$ cat config.mk
export PLATFORM = sky130hd
export DESIGN_NAME = parity_guard
export DESIGN_NICKNAME = d
export VERILOG_FILES = /design/src/rtl/parity_guard.sv
export SDC_FILE = /design/constraint.sdc
export NUM_CORES = 1
export LEC_CHECK = 0
export BUFFER_PORTS_ARGS = -buffer_cell sky130_fd_sc_hd__clkbuf_2
export CAP_MARGIN = 20
export CORE_ASPECT_RATIO = 0.8
export CORE_UTILIZATION = 42
export DETAILED_ROUTE_END_ITERATION = 16
export GPL_ROUTABILITY_DRIVEN = 0
export PLACE_DENSITY = 0.92
export SYNTH_ARGS = -nofsm -noshare
export SYNTH_HDL_FRONTEND = slang
export SYNTH_SLANG_ARGS = --single-unit
$ cat constraint.sdc
create_clock -name clk -period 5.26 [get_ports clk]
set_input_delay 1.578 -clock clk [delete_from_list [all_inputs] [get_ports clk]]
set_output_delay 1.578 -clock clk [all_outputs]
set_load 0.005 [all_outputs]
$ cat src/rtl/parity_guard.sv
module parity_guard #(
  parameter int DW    = 16,
  parameter int AW    = 15,
  parameter int BLK_W = 12,
  localparam int NB   = AW - BLK_W
) (
  input  logic          clk,
  input  logic          rst_n,
  input  logic          acc_valid,
  input  logic          acc_write,
  input  logic [AW-1:0] acc_addr,
  input  logic [DW-1:0] wr_data,
  output logic          wr_par,
  input  logic [DW-1:0] rd_data,
  input  logic          rd_par,
  input  logic          arm_set,
  input  logic          arm_clr,
  input  logic          ctl_en,
  input  logic          test_mode,
  input  logic [NB:0]   mem_blocks,
  input  logic          irq_ack,
  input  logic          mpv_req,
  output logic          irq,
  output logic          io_hold,
  output logic          mpv_pass,
  output logic [AW:0]   viol
);

  logic armed, pend;
  logic in_range, rd_bad, err_now, take;

  assign wr_par   = ~^wr_data;
  assign in_range = {1'b0, acc_addr[AW-1:BLK_W]} < mem_blocks;
  assign rd_bad   = (~^{rd_data, rd_par}) ^ test_mode;
  assign err_now  = acc_valid & ~acc_write & in_range & rd_bad & armed & ctl_en & ~pend;
  assign irq      = pend & ctl_en;
  assign take     = irq & irq_ack;
  assign io_hold  = irq;
  assign mpv_pass = mpv_req & ~irq & ~err_now;

  always_ff @(posedge clk or negedge rst_n) begin
    if (!rst_n) begin
      armed <= 1'b0;
      pend  <= 1'b0;
      viol  <= '0;
    end else begin
      if (arm_clr)      armed <= 1'b0;
      else if (arm_set) armed <= 1'b1;
      if (take) begin
        pend  <= 1'b0;
        armed <= 1'b0;
      end else if (err_now) begin
        pend <= 1'b1;
        viol <= {1'b1, acc_addr};
      end
    end
  end

endmodule

==> qor_table.md, run 1 <==
| Item | Reported | Unit |
| --- | --- | --- |
| Category of the critical setup timing path | input pin to output port | - |
| Measured slew at the worst slew-check pin | 426 | ps |
| Cell row count | 15 | - |
| Syn-to-layout area delta | 42.7 | % |
| Total iterations of the first detailed-routing run | 9 | - |
| Port-buffer cells | 81 | - |
| EDFF count, synth | 0 | - |
| Wire per inst | 12.1 | um |
| Mean Syn Cell Area | 12.5 | sq um |
| Violations in the final reports | design-rule violations | - |
| Pre-CTS setup slack | 627 | ps |
| Count of maximum capacitance violations | 0 | - |
| Worst flop-to-flop path startpoint | pend$_DFFE_PN0P_ | - |
| Clock tree from TritonCTS | built | - |
| Worst-path cell chain | clkbuf_2 > xnor2_1 > xnor2_1 > xnor3_1 > xnor2_1 > nor3_4 > nor3b_1 > clkbuf_2 | - |
| Number of global-route vias before repair | 908 | - |
| Most used DFF post-synth | sky130_fd_sc_hd__dfrtp_1 | - |
| Worst path buffer plus inverter count | 2 | - |
| Number of vias per cell | 4.81 | - |
| Top cells by instance count after synthesis | sky130_fd_sc_hd__xnor2_1 (26), sky130_fd_sc_hd__dfrtp_1 (18), sky130_fd_sc_hd__mux2_2 (15), sky130_fd_sc_hd__xor2_1 (4), sky130_fd_sc_hd__nor2_1 (3) | - |
| Cell with the most instances after synthesis | sky130_fd_sc_hd__xnor2_1 | - |
| Largest area contributor in the netlist | sky130_fd_sc_hd__dfrtp_1 | - |
| CP max stage cell | sky130_fd_sc_hd__xnor3_1 | - |
| Share of total power in combinational logic | 43.8 | % |
| NetSw | 0.151 | mW |
| GR Layer Usage met3 | 5.62 | % |
| Setup skew after layout | 1.32 | ps |
| Reg power frac | 43.6 | % |
| Startpoint of the worst hold path | viol[15]$_DFFE_PN0P_ | - |
| Post CTS Setup Buffer Count | 0 | - |
| Run status | finished, violations left | - |
| Worst path arrival time | 3050 | ps |
| Hold_buf cts | 0 | - |
| GRT Total Usage | 18.8 | % |
| Final Hold Violating Endpoints | 0 | - |
| Total congestion overflow | 0 | - |
| Fraction of power spent switching nets | 30.1 | % |
| Die X-Extent | 57.9 | um |
| Global-route track usage on met1 | 19.0 | % |
| Antenna Violating Nets Remaining | 0 | - |
| Fraction of synthesized cell area taken by the top area cell type | 43.0 | % |
| Min setup slack post-route | 633 | ps |
| Critical path launch point type | input pin | - |
| Part of the Yosys area used for sequential elements | 43.0 | % |
| Cell depth of the worst hold path | 1 | - |
| Highest clock frequency the design can meet | 216 | MHz |
| Final instance area | 1500 | sq um |
| Met2 track utilization from global routing | 37.5 | % |
| End-of-flow core utilization | 66.4 | % |
| CP top delay family | XOR/XNOR gates | - |
| Master cell of the clock root buffer | sky130_fd_sc_hd__clkbuf_4 | - |
| Final antenna diode count | 0 | - |
| Cell internal pwr | 0.351 | mW |
| Worst-Skew Late Latency | 280 | ps |
| Layout cells sized above 1 | 61.7 | % |
| Share of power burned in the clock network | 12.5 | % |
| Total negative slack | 0 | ps |
| Num CTS Buffers | 3 | - |
| Top-level port count | 82 | - |
| Remaining max-slew budget at the tightest pin | 71.6 | % |
| Worst path most repeated cell | sky130_fd_sc_hd__xnor2_1 | - |
| Post-detail-place hpwl | 2040 | um |
| Share of flip-flops with an asynchronous set or reset after synthesis | 100 | % |
| Synth cell types | 21 | - |
| Top area cells in the synthesized netlist | sky130_fd_sc_hd__dfrtp_1 (43%), sky130_fd_sc_hd__xnor2_1 (22%), sky130_fd_sc_hd__mux2_2 (16%) | - |
| Destination of the worst register-to-register timing path | viol[4]$_DFFE_PN0P_ | - |
| Minimum clock period | 4630 | ps |
| Synthesized Nets | 148 | - |
| Maximum number of pins on one net before global-route repair | 19 | - |
| Max-slew violation count | 0 | - |
| Hold endpoint | viol[15]$_DFFE_PN0P_ | - |
| Power Dens Cells | 336 | nW/um^2 |
| Logic depth of the worst register-to-register path | 5 | - |
| Post-route clock period utilization | 88.0 | % |
| Number of buffers on the longest clock path | 2 | - |
| First-pass GRT wire length | 3710 | um |
| Die Footprint | 2700 | sq um |
| RSZ-0062 raised after global routing | no | - |
| Number of nets in the layout | 233 | - |
| Number of design-rule violations left by the first detailed-router iteration | 17 | - |
| Max Fanout on Critical Path | 2 | - |
| Number of remaining DRC errors | 6 | - |
| Number of antenna violations at the first check in global routing | 0 | - |
| # H-tree levels | 1 | - |
| Floorplan Core Area | 2250 | sq um |
| WHS | 473 | ps |
| Final-report setup violation count | 0 | - |
| Data required time at the worst endpoint | 3680 | ps |
| Fill cell instance count of the final layout | 170 | - |
| Gate Count Post-Synth | 84 | - |
| Critical path endpoint category | output port | - |
| Seq cells post-synth | 18 | - |
| Peak-usage layer in the global routing report | met2 | - |
| Total clock sinks | 18 | - |
| Hold Crit Class | flop to flop | - |
| Number of synthesis warnings | 0 | - |
| Routed wire length | 2330 | um |
| Netlist Area Pre-Place | 1050 | sq um |
| Vertical extent of the die | 46.7 | um |
| Leakage | 0.811 | nW |
| Clock transition at the registers of the reported paths | 90 | ps |
| Cells resized by post-CTS repair | 0 | - |
| Peak supply drop | 0.243 | mV |
| Effective utilization at floorplan | 46.6 | % |
| Area of placed instances | 1470 | sq um |
| Vias | 923 | - |
| Largest stage delay on the critical path | 430 | ps |
| Slack of the worst reg-to-reg path | 3610 | ps |
==> metal layers <==
layer  up-vias  routed length (um)  share of wire, %
met3         4                 200               8.6
met5         -                   0                 0
met4         0                  28               1.2
met1       425                 824                35
met2        46                1280                55
li1        448                   -                 -
==> layout make-up <==
class / instances / area, sq um / area share (%)
Sequential cell: 18 / 450 / 30.1
Timing Repair Buffer: 82 / 413 / 27.6
Clock buffer: 3 / 22.5 / 1.51
Tap cell: 25 / 31.3 / 2.09
Multi-Input combinational cell: 62 / 572 / 38.2
Inverter: 2 / 7.51 / 0.502
==> flip-flops by register name, indices dropped and copies added (netlist names) <==
signal  cells
armed       1
pend        1
viol       16
==> stage by stage <==
| step | power [mW] | std cells |
|---|---|---|
| after floorplan | 0.341 | 84 |
| after global placement | 0.431 | 189 |
| final | 0.502 | 192 |
| after CTS | 0.510 | 192 |
| after detailed placement | 0.444 | 189 |
| after global routing | 0.541 | 192 |
==> placed cells by master (no fill, tap or decap) <==
cell                       Yosys  routed
sky130_fd_sc_hd__ha_1          2       2
sky130_fd_sc_hd__and2_1        1       1
sky130_fd_sc_hd__buf_4         1       1
sky130_fd_sc_hd__inv_1         2       2
sky130_fd_sc_hd__clkbuf_4      0       3
sky130_fd_sc_hd__xnor3_1       1       1
sky130_fd_sc_hd__a21oi_1       1       1
sky130_fd_sc_hd__nand2b_1      1       1
sky130_fd_sc_hd__nor3_4        1       1
sky130_fd_sc_hd__nor2_1        3       3
sky130_fd_sc_hd__nor3b_1       1       1
sky130_fd_sc_hd__nand2_1       1       1
sky130_fd_sc_hd__dfrtp_1      18      18
sky130_fd_sc_hd__or2_2         1       1
sky130_fd_sc_hd__a21o_1        1       1
sky130_fd_sc_hd__a21o_2        1       1
sky130_fd_sc_hd__nand4_1       1       1
sky130_fd_sc_hd__clkbuf_2      0      81
sky130_fd_sc_hd__a211oi_1      1       1
sky130_fd_sc_hd__mux2_2       15      15
sky130_fd_sc_hd__xnor2_1      26      26
sky130_fd_sc_hd__xor2_1        4       4
==> cells by family after synthesis <==
| kind of cell | after synthesis | synth area share, % |
|---|---|---|
| buffers and inverters | 4 | 2.51 |
| muxes | 15 | 16.1 |
| and+or+nand+nor | 10 | 6.09 |
| AOI/OAI and AO/OA | 4 | 2.74 |
| xor gates and xnor gates | 31 | 27.2 |
| adders and majority gates | 2 | 2.39 |
| DFF | 18 | 43.0 |
==> worst max-delay path by stage <==
stage / endpoint / slack [ps] / startpoint / cells after the start
2_1_floorplan: mpv_pass / 700 / rd_data[13] / 7
3_3_place_gp: mpv_pass / 640 / rd_data[11] / 8
3_5_place_dp: mpv_pass / 630 / rd_data[11] / 8
4_1_cts: mpv_pass / 610 / rd_data[11] / 8
5_1_grt: mpv_pass / 530 / rd_data[11] / 8
6_report: mpv_pass / 630 / rd_data[11] / 8
==> power groups by stage <==
stage / combinational [mW] / sequential (mW) / clock [mW]
final: 0.220 / 0.219 / 0.0630
after global routing: 0.242 / 0.225 / 0.0735
after CTS: 0.223 / 0.220 / 0.0675
after detailed placement: 0.222 / 0.222 / 0
after global placement: 0.213 / 0.218 / 0
after floorplan: 0.119 / 0.223 / 0
Power figures use the tool's default switching activity.
==> run 2: changes to the inputs <==
--- a/config.mk
+++ b/config.mk
@@ -12,6 +12,7 @@
 export DETAILED_ROUTE_END_ITERATION = 16
 export GPL_ROUTABILITY_DRIVEN = 0
 export PLACE_DENSITY = 0.92
+export REMOVE_ABC_BUFFERS = 1
 export SYNTH_ARGS = -nofsm -noshare
 export SYNTH_HDL_FRONTEND = slang
 export SYNTH_SLANG_ARGS = --single-unit
==> run 2 against run 1 <==
Compared with the run above: the run still ends with design-rule violations left; power grew 4.3%; die area stayed put; utilization grew 0.61 points; fmax up 0.18%; count of clock-buffer cells in the layout increased by 1; sequential cell count is the same; non-clock buffer count is the same; clock skew up 0.74 ps; highest routed layer unchanged; first-iteration DRC count up 59%; wire length grew 8.4%; register-to-register slack got worse by 30 ps.
==> qor_table.md, run 2 (synthesis gave the netlist of run 1 again) <==
| Item | Reported | Unit |
| --- | --- | --- |
| Vias | 923 | - |
| Final antenna diode count | 0 | - |
| Floorplan Core Area | 2250 | sq um |
| Area of all sequential standard cells | 450 | sq um |
| Destination of the worst register-to-register timing path | viol[4]$_DFFE_PN0P_ | - |
| Run status | finished, violations left | - |
| Power Dens Cells | 347 | nW/um^2 |
| Worst-Skew Late Latency | 290 | ps |
| Number of buffers on the longest clock path | 2 | - |
| Critical path launch point type | input pin | - |
| Total congestion overflow | 0 | - |
| Launch point of the worst path | rd_data[11] | - |
| Wire per inst | 13.1 | um |
| Post-Place Cells | 189 | - |
| Hold Crit Class | flop to flop | - |
| Number of flip-flops in the largest register | 16 | - |
| Post CTS Setup Buffer Count | 0 | - |
| Num CTS Buffers | 3 | - |
| Setup skew after layout | 2.05 | ps |
| Syn-to-layout area delta | 44.0 | % |
| Worst-path cell chain | clkbuf_2 > xnor2_1 > xnor2_1 > xnor3_1 > xnor2_1 > nor3_4 > nor3b_1 > clkbuf_2 | - |
| End-of-flow core utilization | 67.1 | % |
| Critical path endpoint category | output port | - |
| Clock transition at the registers of the reported paths | 100 | ps |
| WHS | 490 | ps |
| Endpoint of the worst setup timing path | mpv_pass | - |
| Category of the critical setup timing path | input pin to output port | - |
| Effective utilization at floorplan | 46.6 | % |
| Antenna Violating Nets Remaining | 0 | - |
| Remaining max-slew budget at the tightest pin | 69.9 | % |
| Hold_buf cts | 0 | - |
| RSZ-0062 raised after global routing | no | - |
| Violations in the final reports | design-rule violations | - |
| Most used cells in the layout excluding fill and tap cells | sky130_fd_sc_hd__clkbuf_2 (81), sky130_fd_sc_hd__xnor2_1 (26), sky130_fd_sc_hd__dfrtp_1 (18), sky130_fd_sc_hd__mux2_2 (15), sky130_fd_sc_hd__xor2_1 (4) | - |
| Most frequent standard cell in the layout excluding fill and tap cells | sky130_fd_sc_hd__clkbuf_2 | - |
| Number of vias per cell | 4.78 | - |
| Minimum clock period | 4620 | ps |
| Total number of cells along the worst setup path | 8 | - |
| Register name with the most flops | viol | - |
| Post-detail-place hpwl | 2180 | um |
| Logic depth of the worst register-to-register path | 5 | - |
| Number of nets in the layout | 233 | - |
| Die Footprint | 2700 | sq um |
| Total iterations of the first detailed-routing run | 10 | - |
| Master cell of the clock root buffer | sky130_fd_sc_hd__clkbuf_4 | - |
| # H-tree levels | 1 | - |
| Peak supply drop | 0.204 | mV |
| Routed wire length | 2520 | um |
| Data required time at the worst endpoint | 3680 | ps |
| Leakage | 0.819 | nW |
| Total clock sinks | 18 | - |
| Worst path arrival time | 3040 | ps |
| Maximum number of pins on one net before global-route repair | 19 | - |
| Max Fanout on Critical Path | 2 | - |
| Layout cells sized above 1 | 61.9 | % |
| Highest clock frequency the design can meet | 217 | MHz |
| Area used by multi-input combinational logic | 572 | sq um |
| Worst flop-to-flop path startpoint | pend$_DFFE_PN0P_ | - |
| Post-route clock period utilization | 87.8 | % |
| Cells resized by post-CTS repair | 0 | - |
| GRT Total Usage | 18.2 | % |
| Top-level port count | 82 | - |
| Slack of the worst reg-to-reg path | 3580 | ps |
| Count of maximum capacitance violations | 0 | - |
| Number of remaining DRC errors | 5 | - |
| Non-filler instance count after layout | 193 | - |
| Largest stage delay on the critical path | 420 | ps |
| First-pass GRT wire length | 3680 | um |
| Number of global-route vias before repair | 926 | - |
| Worst path most repeated cell | sky130_fd_sc_hd__xnor2_1 | - |
| Cell row count | 15 | - |
| Final-report setup violation count | 0 | - |
| CP top delay family | XOR/XNOR gates | - |
| Port-buffer cells | 81 | - |
| Number of design-rule violations left by the first detailed-router iteration | 27 | - |
| Fill cell instance count of the final layout | 188 | - |
| Vertical extent of the die | 46.7 | um |
| Measured slew at the worst slew-check pin | 452 | ps |
| Worst path buffer plus inverter count | 2 | - |
| Registers with the most flip-flops | viol (16), armed (1), pend (1) | - |
| Die X-Extent | 57.9 | um |
| Total negative slack | 0 | ps |
| Clock tree from TritonCTS | built | - |
| CP max stage cell | sky130_fd_sc_hd__xnor3_1 | - |
| Number of antenna violations at the first check in global routing | 0 | - |
| Max-slew violation count | 0 | - |
| Final Hold Violating Endpoints | 0 | - |
run 2: where the power goes:
| part | total [mW] | internal [mW] | leakage (nW) | switching (mW) |
|---|---|---|---|---|
| Clock | 0.0833 | 0.0422 | 0.0210 | 0.0411 |
| Sequential | 0.218 | 0.191 | 0.232 | 0.0277 |
| Combinational | 0.222 | 0.134 | 0.566 | 0.0880 |
run 2: how the worst min path moves through the flow:
stage	startpoint	to	slack [ps]	cells after the start
after floorplan	viol[15]$_DFFE_PN0P_	viol[15]$_DFFE_PN0P_	460	1
after global placement	viol[15]$_DFFE_PN0P_	viol[15]$_DFFE_PN0P_	450	1
after detailed placement	viol[15]$_DFFE_PN0P_	viol[15]$_DFFE_PN0P_	460	1
after CTS	viol[15]$_DFFE_PN0P_	viol[15]$_DFFE_PN0P_	490	1
after global routing	viol[15]$_DFFE_PN0P_	viol[15]$_DFFE_PN0P_	520	1
final	viol[15]$_DFFE_PN0P_	viol[15]$_DFFE_PN0P_	490	1
run 2: cell type report:
class	count	area share, %
clock buffers	4	2.40
flip-flops and latches	18	29.8
multi-input cells	62	37.9
repair buffers	82	27.3
inverters	2	0.497
well taps	25	2.07
run 2: routing by layer:
metal | GRT usage [%] | wire length, um
met1 | 16.8 | 864
met2 | 39.8 | 1530
met3 | 4.78 | 116
met4 | 4.76 | 12
met5 | 0 | 0
run 2: metrics by stage:
stage / power [mW] / cell area [sq um] / setup slack (ps)
final: 0.523 / 1510 / 641
after global routing: 0.557 / 1510 / 563
after CTS: 0.531 / 1510 / 630
after detailed placement: 0.447 / 1470 / 632
after global placement: 0.432 / 1470 / 683
after floorplan: 0.338 / 1030 / 647
